File: config.mk
export PLATFORM = sky130hd
export DESIGN_NAME = ldiv_unit
export DESIGN_NICKNAME = d
export VERILOG_FILES = /design/src/rtl/ldiv_pkg.sv /design/src/rtl/ldiv_ovf_det.sv /design/src/rtl/ldiv_step.sv /design/src/rtl/ldiv_ctrl.sv /design/src/rtl/ldiv_unit.sv
export SDC_FILE = /design/constraint.sdc
export NUM_CORES = 1
export LEC_CHECK = 0
export CAP_MARGIN = 40
export CORE_ASPECT_RATIO = 1.1
export CORE_UTILIZATION = 54
export CTS_CLUSTER_SIZE = 24
export DETAILED_ROUTE_END_ITERATION = 16
export MAX_ROUTING_LAYER = met4
export PLACE_DENSITY = 0.92
export SYNTH_ARGS = -nofsm -noshare
export SYNTH_HDL_FRONTEND = slang
export SYNTH_SLANG_ARGS = --single-unit
File: constraint.sdc
create_clock -name clk -period 2.6 [get_ports clk]
set_input_delay 0.52 -clock clk [delete_from_list [all_inputs] [get_ports clk]]
set_output_delay 0.52 -clock clk [all_outputs]
set_load 0.02 [all_outputs]
File: src/rtl/ldiv_pkg.sv
package ldiv_pkg;
  typedef enum logic {
    ST_IDLE = 1'b0,
    ST_RUN  = 1'b1
  } ldiv_state_e;
endpackage

File: src/rtl/ldiv_ovf_det.sv
module ldiv_ovf_det #(
  parameter int W = 16
) (
  input  logic [W-1:0] hi,
  input  logic [W-1:0] dvsr,
  output logic         ovf
);
  // Quotient fits in W bits only when the divisor exceeds the high word.
  always_comb ovf = (dvsr <= hi);
endmodule

File: src/rtl/ldiv_step.sv
module ldiv_step #(
  parameter int W = 16
) (
  input  logic [W-1:0] rem_i,
  input  logic [W-1:0] quo_i,
  input  logic [W-1:0] dvsr,
  output logic [W-1:0] rem_o,
  output logic [W-1:0] quo_o
);
  logic [W:0] trial;
  logic [W:0] diff;
  logic       ge;

  always_comb begin
    trial = {rem_i, quo_i[W-1]};
    ge    = (trial >= {1'b0, dvsr});
    diff  = trial - {1'b0, dvsr};
    rem_o = ge ? diff[W-1:0] : trial[W-1:0];
    quo_o = {quo_i[W-2:0], ge};
  end
endmodule

File: src/rtl/ldiv_ctrl.sv
module ldiv_ctrl
  import ldiv_pkg::*;
#(
  parameter int W = 16
) (
  input  logic clk,
  input  logic rst_n,
  input  logic start,
  input  logic ovf_det,
  output logic accept,
  output logic step_en,
  output logic last,
  output logic busy,
  output logic done
);
  localparam int CW = (W > 2) ? $clog2(W) : 1;
  localparam logic [CW-1:0] LAST_CNT = CW'(W - 1);

  ldiv_state_e state_q, state_d;
  logic [CW-1:0] cnt_q, cnt_d;
  logic done_q, done_d;

  always_comb begin
    state_d = state_q;
    cnt_d   = cnt_q;
    accept  = (state_q == ST_IDLE) && start;
    step_en = (state_q == ST_RUN);
    last    = step_en && (cnt_q == LAST_CNT);
    done_d  = (accept && ovf_det) || last;
    if (accept && !ovf_det) begin
      state_d = ST_RUN;
      cnt_d   = '0;
    end else if (last) begin
      state_d = ST_IDLE;
      cnt_d   = '0;
    end else if (step_en) begin
      cnt_d   = cnt_q + 1'b1;
    end
  end

  always_ff @(posedge clk or negedge rst_n) begin
    if (!rst_n) begin
      state_q <= ST_IDLE;
      cnt_q   <= '0;
      done_q  <= 1'b0;
    end else begin
      state_q <= state_d;
      cnt_q   <= cnt_d;
      done_q  <= done_d;
    end
  end

  assign busy = (state_q == ST_RUN);
  assign done = done_q;
endmodule

File: src/rtl/ldiv_unit.sv
module ldiv_unit #(
  parameter int W = 16
) (
  input  logic         clk,
  input  logic         rst_n,
  input  logic         start,
  input  logic [W-1:0] dvd_hi,
  input  logic [W-1:0] dvd_lo,
  input  logic [W-1:0] dvsr,
  output logic         busy,
  output logic         done,
  output logic [W-1:0] quo,
  output logic [W-1:0] rem,
  output logic         ovf
);
  logic         ovf_det, accept, step_en, last;
  logic [W-1:0] acc_rem_q, acc_quo_q, dvsr_q;
  logic [W-1:0] acc_rem_d, acc_quo_d, dvsr_d;
  logic [W-1:0] step_rem, step_quo;
  logic [W-1:0] quo_q, rem_q, quo_d, rem_d;
  logic         ovf_q, ovf_d;

  ldiv_ovf_det #(.W(W)) u_ovf (
    .hi(dvd_hi), .dvsr(dvsr), .ovf(ovf_det)
  );

  ldiv_ctrl #(.W(W)) u_ctrl (
    .clk(clk), .rst_n(rst_n), .start(start), .ovf_det(ovf_det),
    .accept(accept), .step_en(step_en), .last(last),
    .busy(busy), .done(done)
  );

  ldiv_step #(.W(W)) u_step (
    .rem_i(acc_rem_q), .quo_i(acc_quo_q), .dvsr(dvsr_q),
    .rem_o(step_rem), .quo_o(step_quo)
  );

  always_comb begin
    acc_rem_d = acc_rem_q;
    acc_quo_d = acc_quo_q;
    dvsr_d    = dvsr_q;
    quo_d     = quo_q;
    rem_d     = rem_q;
    ovf_d     = ovf_q;
    if (accept) begin
      if (ovf_det) begin
        ovf_d = 1'b1;
      end else begin
        acc_rem_d = dvd_hi;
        acc_quo_d = dvd_lo;
        dvsr_d    = dvsr;
      end
    end else if (step_en) begin
      acc_rem_d = step_rem;
      acc_quo_d = step_quo;
      if (last) begin
        quo_d = step_quo;
        rem_d = step_rem;
        ovf_d = 1'b0;
      end
    end
  end

  always_ff @(posedge clk or negedge rst_n) begin
    if (!rst_n) begin
      acc_rem_q <= '0;
      acc_quo_q <= '0;
      dvsr_q    <= '0;
      quo_q     <= '0;
      rem_q     <= '0;
      ovf_q     <= 1'b0;
    end else begin
      acc_rem_q <= acc_rem_d;
      acc_quo_q <= acc_quo_d;
      dvsr_q    <= dvsr_d;
      quo_q     <= quo_d;
      rem_q     <= rem_d;
      ovf_q     <= ovf_d;
    end
  end

  assign quo = quo_q;
  assign rem = rem_q;
  assign ovf = ovf_q;
endmodule

==> results of run 1 <==
==> registers in the layout (all words and copies together) (netlist names) <==
name,flops
acc_quo_q,16
acc_rem_q,16
dvsr_q,16
quo,16
rem,16
u_ctrl.cnt_q,4
ovf,1
u_ctrl.busy,1
u_ctrl.done,1
==> cell families after synthesis <==
kind of cell / Yosys count / share of synthesized area (%)
adders and majority gates: 34 / 8.30
AOI/OAI and AO/OA: 149 / 18.2
muxes: 24 / 6.04
xor gates and xnor gates: 7 / 1.17
and+or+nand+nor: 215 / 18.4
DFF: 87 / 41.7
buffers and inverters: 71 / 6.19
==> what timing repair did <==
action	in CTS	in global routing
resized for setup	39	65
setup endpoints to repair	53	56
setup buffers	6	10
pin swaps	15	16
cloned	1	5
==> critical path, delay by kind of cell <==
family	cells	cell delay (ns)
AO/OA/AOI/OAI	5	1.10
buffers and inverters	4	1.04
adder cells (fa/ha/maj)	1	0.32
AND/OR/NAND/NOR	1	0.05
==> area by class of cell <==
class / instances / share of cell area (%)
Multi-Input combinational cell: 429 / 41.1
Tap cell: 117 / 1.99
Clock inverter: 6 / 0.698
Inverter: 41 / 2.09
Clock buffer: 10 / 1.87
Sequential cell: 87 / 29.6
Timing Repair Buffer: 166 / 22.7
==> cell usage in the layout (no fill, tap or decap), types with 9 or more instances in the layout <==
| master | synthesis | final |
|---|---|---|
| clkbuf_8 | 0 | 10 |
| inv_2 | 0 | 12 |
| dlygate4sd2_1 | 0 | 12 |
| nand3_1 | 14 | 14 |
| buf_4 | 0 | 68 |
| clkdlybuf4s50_1 | 0 | 53 |
| inv_1 | 41 | 29 |
| nor2_1 | 52 | 48 |
| dfrtp_1 | 87 | 87 |
| a21oi_1 | 29 | 28 |
| a31oi_1 | 28 | 25 |
| o21ai_0 | 33 | 26 |
| dlymetal6s2s_1 | 0 | 13 |
| ha_1 | 33 | 20 |
| mux2_4 | 13 | 14 |
| ha_4 | 0 | 12 |
| a21o_1 | 9 | 9 |
| o21ai_1 | 4 | 9 |
| nand2_1 | 103 | 103 |
==> power groups by stage <==
| stage | Combinational (uW) | Sequential (uW) | Clock [uW] |
|---|---|---|---|
| global placement | 6310 | 2530 | 0 |
| finish | 7910 | 2640 | 940 |
| detailed placement | 6550 | 2570 | 0 |
| global route | 8360 | 2690 | 985 |
| floorplan | 4070 | 2730 | 0 |
| CTS | 6700 | 2550 | 937 |
==> per-layer routing <==
| metal | up-vias | global-route usage, % |
|---|---|---|
| li1 | 2353 | - |
| met1 | 2646 | 41.8 |
| met2 | 460 | 54.1 |
| met3 | 161 | 5.82 |
| met4 | 0 | 19.0 |
| met5 | - | - |
==> stage by stage <==
stage	power [uW]	cells	setup TNS [ns]	hold WS, ns	setup WS (ns)
after floorplan	6800	587	0	0.224	0.0465
final	11500	856	-1.55	0.0979	-0.135
after global placement	8840	818	-24.15	0.461	-0.549
after global routing	12000	856	-6.44	0.124	-0.249
after CTS	10200	841	0	0.108	0.000129
after detailed placement	9110	818	-26.92	0.465	-0.598
==> worst paths after layout <==
path,cells past startpoint,from,to
hold / removal,1,rst_n,rem[6]
max in group asynchronous,2,rst_n,dvsr_q[14]
min in group clk,2,dvsr[8],dvsr_q[8]
setup reg to reg,10,dvsr_q[6],acc_rem_q[0]
hold reg to reg,2,rem[5],rem[5]
setup / recovery,11,dvsr[2],acc_quo_q[4]
==> results.sh, run 1 <==
export IMPL_outcome="complete, but fails checks"
export IMPL_violations="negative setup slack"
export IMPL_synth_warnings=0
export IMPL_ioPinCount=86
export IMPL_seqCellArea_um2=2180
export IMPL_cpMostUsedCell="clkbuf_16"
export IMPL_hold_class="in2async"
export IMPL_yosys_top_cells_count="nand2_1, dfrtp_1, nor2_1, inv_1"
export IMPL_cts_buffer_depth=2
export IMPL_max_cap_violations=0
export IMPL_critical_path_required_ns=2.90
export IMPL_fmax_mhz=366
export IMPL_yosysSeqAreaShare_pct=41.7
export IMPL_drtAntennaViolNets=0
export IMPL_hpwl_um=11300
export IMPL_area_delta_synth_final_pct=40.9
export IMPL_placedInstanceArea_um2=6570
export IMPL_yosysTopAreaCellShare_pct=41.7
export IMPL_via_per_inst=6.57
export IMPL_grt_overflow_total=0
export IMPL_wl_met1_um=6940
export IMPL_fin_nets=819
export IMPL_clkTransAtPathRegs_ns=0.10
export IMPL_drt_first_pass_iters=6
export IMPL_synth_area_um2=5220
export IMPL_critical_path_arrival_ns=3.03
export IMPL_seqPwrFrac_pct=23.0
export IMPL_pwr_share_clk_pct=8.2
export IMPL_worstPathCellList="clkdlybuf4s50_1 -> ha_4 -> o211ai_1 -> a2111o_1 -> o211a_1 -> buf_6 -> o21bai_4 -> clkbuf_16 -> clkbuf_16 -> nor2_1 -> a31oi_1"
export IMPL_start_kind="input pin"
export IMPL_finalCritPeriodShare_pct=105
export IMPL_cts_root_buf="clkbuf_8"
export IMPL_yosys_cell_count_top_type="nand2_1"
export IMPL_worstPathMaxFanout=8
export IMPL_combPwrFrac_pct=68.8
export IMPL_synth_seq_cells=87
export IMPL_fin_crit_ns=2.74
export IMPL_synth_top_area_cell="dfrtp_1"
export IMPL_fin_util_pct=78.6
export IMPL_wl_met2_um=8720
export IMPL_p_sw_share_pct=46.9
export IMPL_synth_main_ff_cell="dfrtp_1"
export IMPL_drc=0
export IMPL_grt_usage_pct=34.5
export IMPL_synth_edf_count=0
export IMPL_hold_violations=0
export IMPL_cts_buffers=9
export IMPL_slew_viol_final=0
export IMPL_grt_pass1_vias=5121
export IMPL_slowest_stage="clkdlybuf4s50_1"
export IMPL_route_met3_wl_um=1860
export IMPL_rsz0062_at_grt="yes"
export IMPL_num_rows=37
export IMPL_initialDrtViolationCount=799
export IMPL_start_util_pct=55.8
export IMPL_skew_ns=0.0133
export IMPL_coreArea_um2=9350
export IMPL_design_area_um2=7350
export IMPL_fillers=541
export IMPL_worstMarginPinSlew_ns=0.657
export IMPL_top_layer_used="met4"
export IMPL_setup_violations=26
export IMPL_synthCells=587
export IMPL_power_density_nw_per_um2=1560
export IMPL_multi_input_area_um2=3020
export IMPL_synthArstFlopShare_pct=100
export IMPL_grt_max_degree=39
export IMPL_die_w_um=95.7
export IMPL_relSlewSlack_pct=56.2
export IMPL_layout_setup_ws_ns=-0.135
export IMPL_synthTopCellsByArea="dfrtp_1, ha_1, nand2_1"
export IMPL_drive_gt1_share_pct=24.0
export IMPL_die_y_um=105
export IMPL_route_vias_total=5620
export IMPL_ctsHoldBuffers=0
export IMPL_syn_nets=672
export IMPL_grt_pass1_wl_um=25300
export IMPL_cts_sinks=87
export IMPL_cpPeakStageDelay_ns=0.50
export IMPL_cts_tree="done"
export IMPL_wire_per_inst_um=22.3
export IMPL_drt_total_wl_um=19100
export IMPL_p_switching_uw=5390
export IMPL_h_tree_depth=3
export IMPL_io_buffers=85
export IMPL_synth_area_per_cell_um2=8.89
export IMPL_end_kind="flip-flop"
export IMPL_antenna_cells=0
export IMPL_clock_latency_ns=0.39
export IMPL_synth_cell_type_count=57
export IMPL_worst_setup_path_type="in2reg"
export IMPL_vdd_drop_max_v=0.000722
export IMPL_leakage_uw=0.00356
export IMPL_place_gp_congestion=0.981
export IMPL_r2r_slack_ns=-0.06
export IMPL_dieArea_um2=10100
export IMPL_antenna_found_initial=0
export IMPL_internal_power_uw=6100
Power figures use the tool's default switching activity.
==> run 2: changes to the inputs <==
Settings changed: CORE_UTILIZATION 54 to 56, CTS_BUF_LIST from default to sky130_fd_sc_hd__clkbuf_8, PLACE_DENSITY 0.92 to 0.94.
==> results.sh, run 2 (synthesis results as in run 1) <==
export IMPL_drive_gt1_share_pct=24.3
export IMPL_area_delta_synth_final_pct=38.8
export IMPL_crit_cells=10
export IMPL_coreArea_um2=8960
export IMPL_skew_ns=0.0151
export IMPL_grt_overflow_total=0
export IMPL_fmax_mhz=363
export IMPL_slew_viol_final=0
export IMPL_cts_sinks=87
export IMPL_end_kind="flip-flop"
export IMPL_grt_usage_pct=37.6
export IMPL_pwr_share_clk_pct=8.0
export IMPL_place_gp_congestion=0.909
export IMPL_power_density_nw_per_um2=1660
export IMPL_grt_max_degree=54
export IMPL_ctsHoldBuffers=0
export IMPL_final_cell_count_no_fill=848
export IMPL_place_ws_ns=-0.619
export IMPL_grt_pass1_wl_um=26600
export IMPL_cts_tree="done"
export IMPL_fin_crit_ns=2.76
export IMPL_worstPathMaxFanout=4
export IMPL_cpPeakStageDelay_ns=0.44
export IMPL_setup_violations=12
export IMPL_seqPwrFrac_pct=22.3
export IMPL_max_cap_violations=0
export IMPL_cpMostUsedCell="o31a_1"
export IMPL_initialDrtViolationCount=813
export IMPL_start_kind="flip-flop"
export IMPL_layout_setup_ws_ns=-0.157
export IMPL_die_w_um=94.0
export IMPL_path_delay_family="compound AO/OA/AOI/OAI gates"
export IMPL_drc=0
export IMPL_clock_latency_ns=0.38
export IMPL_fin_nets=815
export IMPL_h_tree_depth=3
export IMPL_leakage_uw=0.00346
export IMPL_rsz0062_at_grt="yes"
export IMPL_cp_num_buf_inv=1
export IMPL_wire_per_inst_um=23.1
export IMPL_num_rows=36
export IMPL_cts_root_buf="clkbuf_8"
export IMPL_drt_first_pass_iters=7
export IMPL_io_buffers=85
export IMPL_p_switching_uw=5690
export IMPL_p_sw_share_pct=47.4
export IMPL_hold_violations=0
export IMPL_worstPathCellList="inv_1 -> ha_2 -> fa_2 -> nor2b_2 -> o31a_1 -> o31a_1 -> o211ai_1 -> a21boi_1 -> nor3b_2 -> o22a_1"
export IMPL_drt_total_wl_um=19600
export IMPL_rr_worst_depth=10
export IMPL_relSlewSlack_pct=55.4
export IMPL_combPwrFrac_pct=69.7
export IMPL_dieArea_um2=9710
export IMPL_critical_path_required_ns=2.90
export IMPL_route_vias_total=5717
export IMPL_placedInstanceArea_um2=6470
export IMPL_hold_class="in2async"
export IMPL_die_y_um=103
export IMPL_worst_setup_path_type="reg2reg"
export IMPL_violations="negative setup slack"
export IMPL_critical_path_arrival_ns=3.06
export IMPL_dpl_cell_count=808
export IMPL_mostFrequentLayoutCells="nand2_1, dfrtp_1, buf_4, nor2_1, clkdlybuf4s50_1"
export IMPL_clkTransAtPathRegs_ns=0.09
export IMPL_cts_buffer_depth=2
export IMPL_hpwl_um=11000
export IMPL_design_area_um2=7240
export IMPL_outcome="complete, but fails checks"
export IMPL_slowest_stage="dfrtp_1"
export IMPL_via_per_inst=6.74
export IMPL_ioPinCount=86
export IMPL_internal_power_uw=6310
export IMPL_worstMarginPinSlew_ns=0.668
export IMPL_vdd_drop_max_v=0.000737
export IMPL_grt_pass1_vias=5214
export IMPL_antenna_found_initial=0
export IMPL_start_util_pct=58.2
export IMPL_cts_buffers=9
export IMPL_finalCritPeriodShare_pct=106
export IMPL_drtAntennaViolNets=0
export IMPL_layout_commonest_cell="nand2_1"
export IMPL_antenna_cells=0
run 2: changes by cell type in the layout (fill, tap and decap cells not counted), sizes merged:
| cell | previous run | this run |
|---|---|---|
| clkinvlp | 2 | 0 |
| bufbuf | 0 | 1 |
| clkdlybuf4s15 | 5 | 3 |
| dlygate4sd2 | 12 | 22 |
| dlymetal6s2s | 13 | 7 |
| clkbuf | 16 | 12 |
| clkdlybuf4s50 | 53 | 52 |
| clkinv | 1 | 2 |
| inv | 44 | 42 |
run 2: area by class of cell:
class	instances	area [um^2]
clock buffers	12	165
clock inverters	3	26.3
fillers	460	1720
inverters	41	154
multi-input cells	429	3050
flip-flops and latches	87	2180
well taps	114	143
repair buffers	162	1520
run 2: power by group through the flow:
stage	Sequential [uW]	Combinational [uW]	Clock [uW]
detailed placement	2580	6510	0
global placement	2540	6260	0
global route	2720	8800	1010
floorplan	2730	4070	0
CTS	2570	6820	949
finish	2670	8370	959
run 2: final timing paths:
path                               start        end  slack [ns]
max reg2reg                acc_quo_q[15]    rem[12]       -0.16
min in group clk                 dvsr[2]  dvsr_q[2]        0.47
min reg2reg                       quo[7]     quo[7]        0.49
max in group asynchronous          rst_n    quo[12]        1.85
max                        acc_quo_q[15]    rem[12]       -0.16
min                                rst_n    rem[10]         0.1
run 2: per-stage QoR:
stage / power (uW) / utilization [%] / setup TNS [ns] / hold WS, ns
floorplan: 6800 / - / 0 / 0.224
global placement: 8800 / 72.2 / -19.94 / 0.460
detailed placement: 9090 / 72.2 / -28.25 / 0.469
CTS: 10300 / 77.1 / 0 / 0.104
global route: 12500 / 80.8 / -2.77 / 0.135
finish: 12000 / 80.8 / -0.602 / 0.0976
run 2: what timing repair did:
item	CTS	global route
gates cloned	2	0
buffers inserted	5	18
endpoints found under the setup margin	50	59
pin swaps	16	28
gates resized for setup	62	53
run 2: routing by layer:
layer | part of all wire (%) | wire length, um | global-route usage, %
met1 | 35 | 6940 | 45.3
met2 | 46 | 8940 | 59.3
met3 | 10 | 1990 | 5.99
met4 | 8.9 | 1750 | 24.1
met5 | 0 | 0 | -
==> run 3: changes to the inputs <==
Settings changed: CAP_MARGIN 40 to 30.
==> results of run 3 <==
The final DEF is identical to that of run 2; final timing and power are the same.
